[src/rtl/spirr_pkg.sv]
package spirr_pkg;
  typedef enum logic [2:0] {
    PH_CMD    = 3'd0,
    PH_FETCH1 = 3'd1,
    PH_FETCH2 = 3'd2,
    PH_DATA   = 3'd3,
    PH_CRC    = 3'd4,
    PH_TAIL   = 3'd5
  } phase_t;

  localparam int CRC_W = 16;
  localparam logic [CRC_W-1:0] CRC_POLY = 16'h1021;
  localparam logic [CRC_W-1:0] CRC_INIT = 16'hFFFF;
  localparam int READ_FLAG_BIT = 3;
  localparam int CMD_TAG_W = 4;
endpackage

[src/rtl/spirr_sync.sv]
module spirr_sync #(
  parameter int STAGES = 2
) (
  input  logic clk,
  input  logic rst,
  input  logic sclk_in,
  input  logic cs_n_in,
  input  logic mosi_in,
  output logic sclk_rise,
  output logic sclk_fall,
  output logic mosi_out,
  output logic cs_active
);
  logic [STAGES-1:0] sclk_p;
  logic [STAGES-1:0] cs_p;
  logic [STAGES-1:0] mosi_p;
  logic              sclk_d;

  always_ff @(posedge clk) begin
    if (rst) begin
      sclk_p <= '0;
      cs_p   <= '1;
      mosi_p <= '0;
      sclk_d <= 1'b0;
    end else begin
      sclk_p <= {sclk_p[STAGES-2:0], sclk_in};
      cs_p   <= {cs_p[STAGES-2:0], cs_n_in};
      mosi_p <= {mosi_p[STAGES-2:0], mosi_in};
      sclk_d <= sclk_p[STAGES-1];
    end
  end

  assign sclk_rise = sclk_p[STAGES-1] & ~sclk_d;
  assign sclk_fall = ~sclk_p[STAGES-1] & sclk_d;
  assign mosi_out  = mosi_p[STAGES-1];
  assign cs_active = ~cs_p[STAGES-1];
endmodule

[src/rtl/spirr_crc16.sv]
module spirr_crc16 #(
  parameter logic [15:0] POLY = 16'h1021,
  parameter logic [15:0] INIT = 16'hFFFF
) (
  input  logic        clk,
  input  logic        rst,
  input  logic        clr,
  input  logic        en,
  input  logic        din,
  output logic [15:0] crc
);
  logic fb;
  assign fb = crc[15] ^ din;

  always_ff @(posedge clk) begin
    if (rst || clr)
      crc <= INIT;
    else if (en)
      crc <= {crc[14:0], 1'b0} ^ (fb ? POLY : 16'h0000);
  end

  // every frame starts from the preset value
  assert_crc_preset_R6: assert property (@(posedge clk) disable iff (rst)
    clr |=> (crc == INIT));

  // the running value only moves when a data bit is shifted out
  assert_crc_hold_R6: assert property (@(posedge clk) disable iff (rst)
    (!clr && !en) |=> $stable(crc));
endmodule

[src/rtl/spi_regread_crc.sv]
module spi_regread_crc #(
  parameter int ADDR_W = 12,
  parameter int DATA_W = 32,
  parameter logic [ADDR_W-1:0] WIDE_BASE = 'h400,
  parameter int SYNC_STAGES = 2
) (
  input  logic              clk,
  input  logic              rst,
  input  logic              spi_sclk,
  input  logic              spi_cs_n,
  input  logic              spi_mosi,
  output logic              spi_miso,
  output logic [ADDR_W-1:0] rd_addr,
  input  logic [DATA_W-1:0] rd_data
);
  import spirr_pkg::*;

  localparam int CMD_W     = ADDR_W + CMD_TAG_W;
  localparam int HALF_W    = DATA_W / 2;
  localparam int CNT_W     = $clog2(DATA_W + 1);
  localparam int CMD_CNT_W = $clog2(CMD_W + 1);

  logic sclk_rise, sclk_fall, mosi_s, cs_act;

  spirr_sync #(.STAGES(SYNC_STAGES)) u_sync (
    .clk       (clk),
    .rst       (rst),
    .sclk_in   (spi_sclk),
    .cs_n_in   (spi_cs_n),
    .mosi_in   (spi_mosi),
    .sclk_rise (sclk_rise),
    .sclk_fall (sclk_fall),
    .mosi_out  (mosi_s),
    .cs_active (cs_act)
  );

  phase_t               phase;
  logic [CMD_W-2:0]     cmd_sr;
  logic [CMD_CNT_W-1:0] cmd_cnt;
  logic [DATA_W-1:0]    data_sr;
  logic [CNT_W-1:0]     bits_left;
  logic                 wide_q;
  logic [CRC_W-1:0]     crc_sr;
  logic                 miso_q;
  logic [ADDR_W-1:0]    addr_q;

  logic [CMD_W-1:0]  cmd_next;
  logic [ADDR_W-1:0] cmd_addr;
  logic              cmd_done;
  logic              unused_cmd_bits;

  assign cmd_next        = {cmd_sr, mosi_s};
  assign cmd_addr        = cmd_next[CMD_W-1:CMD_TAG_W];
  assign cmd_done        = cs_act && (phase == PH_CMD) && sclk_rise &&
                           (cmd_cnt == CMD_CNT_W'(CMD_W - 1));
  assign unused_cmd_bits = ^cmd_next[READ_FLAG_BIT-1:0];

  logic             crc_clr, crc_en;
  logic [CRC_W-1:0] crc_val;

  assign crc_clr = !cs_act || (phase == PH_FETCH1);
  assign crc_en  = cs_act && (phase == PH_DATA) && sclk_fall;

  spirr_crc16 #(.POLY(CRC_POLY), .INIT(CRC_INIT)) u_crc (
    .clk (clk),
    .rst (rst),
    .clr (crc_clr),
    .en  (crc_en),
    .din (data_sr[DATA_W-1]),
    .crc (crc_val)
  );

  // address register: survives an aborted frame
  always_ff @(posedge clk) begin
    if (rst)
      addr_q <= '0;
    else if (cmd_done && cmd_next[READ_FLAG_BIT])
      addr_q <= cmd_addr;
  end

  always_ff @(posedge clk) begin
    if (rst || !cs_act) begin
      phase     <= PH_CMD;
      cmd_sr    <= '0;
      cmd_cnt   <= '0;
      data_sr   <= '0;
      bits_left <= '0;
      wide_q    <= 1'b0;
      crc_sr    <= '0;
      miso_q    <= 1'b0;
    end else begin
      case (phase)
        PH_CMD: begin
          if (sclk_rise) begin
            cmd_sr  <= cmd_next[CMD_W-2:0];
            cmd_cnt <= cmd_cnt + 1'b1;
            if (cmd_cnt == CMD_CNT_W'(CMD_W - 1)) begin
              if (cmd_next[READ_FLAG_BIT]) begin
                wide_q <= (cmd_addr >= WIDE_BASE);
                phase  <= PH_FETCH1;
              end else begin
                phase  <= PH_TAIL;
              end
            end
          end
        end
        PH_FETCH1: phase <= PH_FETCH2;
        PH_FETCH2: begin
          data_sr   <= wide_q ? rd_data : {rd_data[HALF_W-1:0], {HALF_W{1'b0}}};
          bits_left <= wide_q ? CNT_W'(DATA_W) : CNT_W'(HALF_W);
          phase     <= PH_DATA;
        end
        PH_DATA: begin
          if (sclk_fall) begin
            miso_q  <= data_sr[DATA_W-1];
            data_sr <= {data_sr[DATA_W-2:0], 1'b0};
            if (bits_left == CNT_W'(1)) begin
              bits_left <= CNT_W'(CRC_W);
              phase     <= PH_CRC;
            end else begin
              bits_left <= bits_left - 1'b1;
            end
          end
        end
        PH_CRC: begin
          if (sclk_fall) begin
            if (bits_left == CNT_W'(CRC_W)) begin
              miso_q <= crc_val[CRC_W-1];
              crc_sr <= {crc_val[CRC_W-2:0], 1'b0};
            end else begin
              miso_q <= crc_sr[CRC_W-1];
              crc_sr <= {crc_sr[CRC_W-2:0], 1'b0};
            end
            bits_left <= bits_left - 1'b1;
            if (bits_left == CNT_W'(1))
              phase <= PH_TAIL;
          end
        end
        default: begin
          if (sclk_fall)
            miso_q <= 1'b0;
        end
      endcase
    end
  end

  assign spi_miso = miso_q;
  assign rd_addr  = addr_q;

  // MISO moves only on a detected falling SCLK edge while selected
  assert_miso_hold_R7: assert property (@(posedge clk) disable iff (rst)
    (cs_act && !sclk_fall) |=> $stable(spi_miso));

  // nothing is driven during the command phase
  assert_cmd_quiet_R7: assert property (@(posedge clk) disable iff (rst)
    (phase == PH_CMD) |-> !spi_miso);

  // deselect returns the frame to its start
  assert_abort_R10: assert property (@(posedge clk) disable iff (rst)
    !cs_act |=> (!spi_miso && phase == PH_CMD));

  // the read port address is held while its data is used
  assert_addr_hold_R11: assert property (@(posedge clk) disable iff (rst)
    (phase == PH_FETCH2 || phase == PH_DATA || phase == PH_CRC) |=> $stable(rd_addr));

  // the bit counter never exceeds the widest register
  assert_bits_range_R4: assert property (@(posedge clk) disable iff (rst)
    bits_left <= CNT_W'(DATA_W));
endmodule

[config.mk]
export PLATFORM = sky130hd
export DESIGN_NAME = spi_regread_crc
export DESIGN_NICKNAME = d
export VERILOG_FILES = /design/src/rtl/spirr_pkg.sv /design/src/rtl/spirr_sync.sv /design/src/rtl/spirr_crc16.sv /design/src/rtl/spi_regread_crc.sv
export SDC_FILE = /design/constraint.sdc
export NUM_CORES = 1
export LEC_CHECK = 0
export BUFFER_PORTS_ARGS = -buffer_cell sky130_fd_sc_hd__buf_2
export CORE_UTILIZATION = 58
export CTS_BUF_LIST = sky130_fd_sc_hd__clkbuf_4 sky130_fd_sc_hd__clkbuf_8 sky130_fd_sc_hd__clkbuf_16
export DETAILED_ROUTE_END_ITERATION = 12
export PLACE_DENSITY = 0.91
export SKIP_CTS_REPAIR_TIMING = 1
export SYNTH_ARGS = -nofsm -noshare
export SYNTH_HDL_FRONTEND = slang
export SYNTH_SLANG_ARGS = --single-unit
[constraint.sdc]
create_clock -name clk -period 2.5 [get_ports clk]
set_clock_uncertainty 0.1 [all_clocks]
set_input_delay 0.5 -clock clk [delete_from_list [all_inputs] [get_ports clk]]
set_output_delay 0.5 -clock clk [all_outputs]
set_load 0.02 [all_outputs]
==> results.txt <==
The flow ran to the end, and the final reports show no timing, DRC or antenna violations. The number of different library cells used by synthesis comes to 43. Once the floorplan was initialized, standard cells occupied 59.47% of the core. The run gives 0 as the max-slew violation total from the final report.

The critical path goes through or3b_1 > nor2_2 > buf_4 > nor2_1 > a211oi_1. Most common cell after layout, fill and taps aside: sky130_fd_sc_hd__nand2_1. The highest cell delay on the worst timing path was 0.57 ns.

TritonCTS built the clock tree. The wire length per cell is 15.69 um. In the finished design, the share of the clock period the worst path needs comes to 86.85%.

Among cell families on the critical path, the largest total delay comes from simple AND/OR/NAND/NOR gates. The clock root buffer master was sky130_fd_sc_hd__clkbuf_8. The run gives 0 as the initial antenna violation count.

Summing all multi-input logic gate instances after layout gives 2387 um^2. Counting along the longest clock path gives a buffer depth of 2. In the layout the commonest cells are sky130_fd_sc_hd__nand2_1, sky130_fd_sc_hd__dfxtp_1, sky130_fd_sc_hd__nor2_1. Setup violations remaining at the end of the flow were counted as 0. The path class of the tightest hold or removal check is input port to register.

The number of buffers and inverters on the critical path is 1. Cells with a size suffix above 1 make up 16.72% of the layout. The worst path meets setup with 0.3288 ns of slack. For the worst-skew pair, the clock arrives at the later sink with an insertion delay of 0.52 ns.

The global-route wire length before repair was 18660 um. For this block, the initial DRC count from the detailed router was 594. Summing internal, switching and leakage power gives 4178 uW.

Clock-pin slew was measured on the worst setup and hold paths at 0.05 ns. The worst setup slack before clock tree synthesis came out at 0.3723 ns. The worst setup path is launched from a register. The clock net sink count is 113, and the number of global-route vias before repair is 4119. The tools report the arrival time reported for the critical path endpoint as 2.49 ns.

In the routed layout, each cell is associated on average with a via count of 5.963. During synthesis, Yosys emitted a total of 0 warnings. The peak ir drop on the vdd network is 0.0004478 V, and the total half-perimeter wirelength after legalization and detailed placement is 7133 um. The tools report the final-layout setup total negative slack as 0 ns.

The count of state elements after synthesis was 113. Global routing finished with a remaining overflow of 0. The combined flip-flop and latch cell area was 2262 um^2. Once detail routing completed, the nets flagged for antenna violations numbered 0. 0 antenna diodes ended up in the layout. The run gives 0 as the number of max-capacitance violations reported.

The number of standard-cell rows in the floorplan is 33, and the measured slew at the worst slew-check pin is 0.7092 ns. For this run, the detailed router's first-pass iteration total came to 6. The worst pin sits at a relative slew slack of 52.33%. The clock period minus final worst setup slack was 2.171 ns; the area of the die was 8753 um^2.

The logs give 4862 um^2 for the total standard cell area after synthesis and 27.51% for the overall track demand over capacity in global routing. When the netlist entered floorplanning its net count stood at 618. The count of buffers added on input and output ports is 49. The average instance in the mapped netlist occupies 8.441 um^2.

The power density over the cells is 727.2 nW/um^2, and the total wire length after detailed routing is 11500 um. After floorplanning, the core was sized to cover 8175 um^2. The net count of the finished layout is 657.

The tools report the maximum level of the CTS H-tree as 4. The floorplan die height works out to 93.56 um. Count of vias placed by the detailed router: 4371.

For the weighted congestion at the end of routability-driven global placement, the log shows 0.8283. The timing-limited maximum frequency came out at 460.6 MHz. Category of the most critical setup path: register to register.

Pin placement for this block handled 50 I/O pins. The area growth from synthesis to layout is 18.17%. The post-synthesis sequential area ratio is 46.53%. The number of hold-slack violations in the final timing report is 0, and the total CTS buffers is 17. For the leakage power figure, the log shows 0.002052 uW. The post-synthesis instance total was 576. The worst setup path is captured at a register. Setup repair after global routing left no endpoint under its margin. The worst-path cell with the longest stage delay was sky130_fd_sc_hd__dfxtp_1. The width of the die was 93.56 um. Count of non-filler cells in the finished layout: 733. The largest net degree at the start of global routing was 54. Data on the critical path is required at its endpoint by 2.82 ns. Including well taps, the total number of placed cells is 701.

The worst-path maximum fanout is 29, and the count of fill cells added during filler insertion is 562. After detailed routing, the number of remaining DRC violations is 0.
[power by group]
group	internal (uW)	leakage, uW	total, uW	switching, uW
clock	1460	0.000281	2280	813
sequential	1810	0.000912	1810	3.41
combinational	38.6	0.000859	91.1	52.4
[registers in the layout (all words and copies together), names as in the netlist]
register       flops
bits_left          6
cmd_cnt            5
cmd_sr            15
crc_sr            15
data_sr           32
phase              3
rd_addr           12
spi_miso           1
u_crc.crc         16
u_sync.cs_p        2
u_sync.mosi_p      2
u_sync.sclk_d      1
u_sync.sclk_p      2
wide_q             1
[metrics by stage]
stage / hold WS [ns] / instance area [um^2] / utilization, %
floorplan: 0.2895 / 4862 / -
global placement: 0.2943 / 5181 / 63.38
detailed placement: 0.2986 / 5181 / 63.38
CTS: 0.05467 / 5746 / 70.28
global route: 0.05315 / 5746 / 70.28
finish: 0.06228 / 5746 / 70.28
[synth_stat cells (all sizes together)]
master,count,area (um^2)
nor4,2,12.51
nand4b,1,8.760
nand3,32,160.2
and3,2,12.51
or3b,1,8.760
o211a,1,10.01
ha,5,62.56
o21ai,6,30.02
o221ai,1,8.760
or3,1,6.260
a21o,2,15.01
a21boi,1,7.510
xor2,6,52.55
nand2b,2,12.51
nand2,120,450.4
a21oi,41,205.2
a31oi,2,12.51
nor3,6,41.29
a211oi,18,135.1
clkbuf,25,93.84
xnor2,4,35.03
inv,6,22.52
or4,1,7.510
nor2b,6,37.54
mux2i,44,440.4
or2b,1,7.510
nor2,59,224.0
a211o,1,8.760
buf,20,113.9
nand4,2,12.51
o22ai,1,6.260
nand3b,2,15.01
a311oi,16,140.1
or2,4,25.02
o211ai,20,150.1
and2b,1,7.510
dfxtp,113,2262
[kinds of logic (layout without fill, tap and decap cells)]
group,after synthesis,in the layout,share of synthesized area (%)
compound gates,110,110,15.00
flops,113,113,46.53
xor+xnor,10,10,1.801
buf+inv,51,103,4.735
fa+ha+maj,5,5,1.287
simple gates,243,243,21.59
mux,44,44,9.058
[final timing paths]
path                    endpoint  slack (ns)  cells past startpoint           start
setup / recovery       crc_sr[6]        0.33                      5        phase[2]
hold / removal    u_sync.cs_p[0]        0.06                      2        spi_cs_n
setup reg to reg       crc_sr[6]        0.33                      5        phase[2]
hold reg to reg   u_sync.cs_p[1]        0.32                      1  u_sync.cs_p[0]
[layer usage]
layer	track usage, %	up-vias	wire length, um
met4	16.03	0	330
met1	31.41	2042	4641
met3	7.154	46	745
li1	-	2073	-
met2	46.32	210	5785
met5	0	-	0
[cell type report]
cell class | count | share of cell area (%)
inverter | 6 | 0.3920
clock buffer | 21 | 7.840
timing repair buffer | 65 | 6.577
tap | 105 | 2.287
sequential | 113 | 39.37
multi-input combinational | 412 | 41.55
clock inverter | 11 | 1.982
[worst register-to-register path, stage by stage (launching register included)]
cell and delay [ns]:
sky130_fd_sc_hd__dfxtp_1 0.57, sky130_fd_sc_hd__or3b_1 0.53, sky130_fd_sc_hd__nor2_2 0.21, sky130_fd_sc_hd__buf_4 0.32, sky130_fd_sc_hd__nor2_1 0.10, sky130_fd_sc_hd__a211oi_1 0.25
No activity file was read; power rests on OpenSTA's default activity.
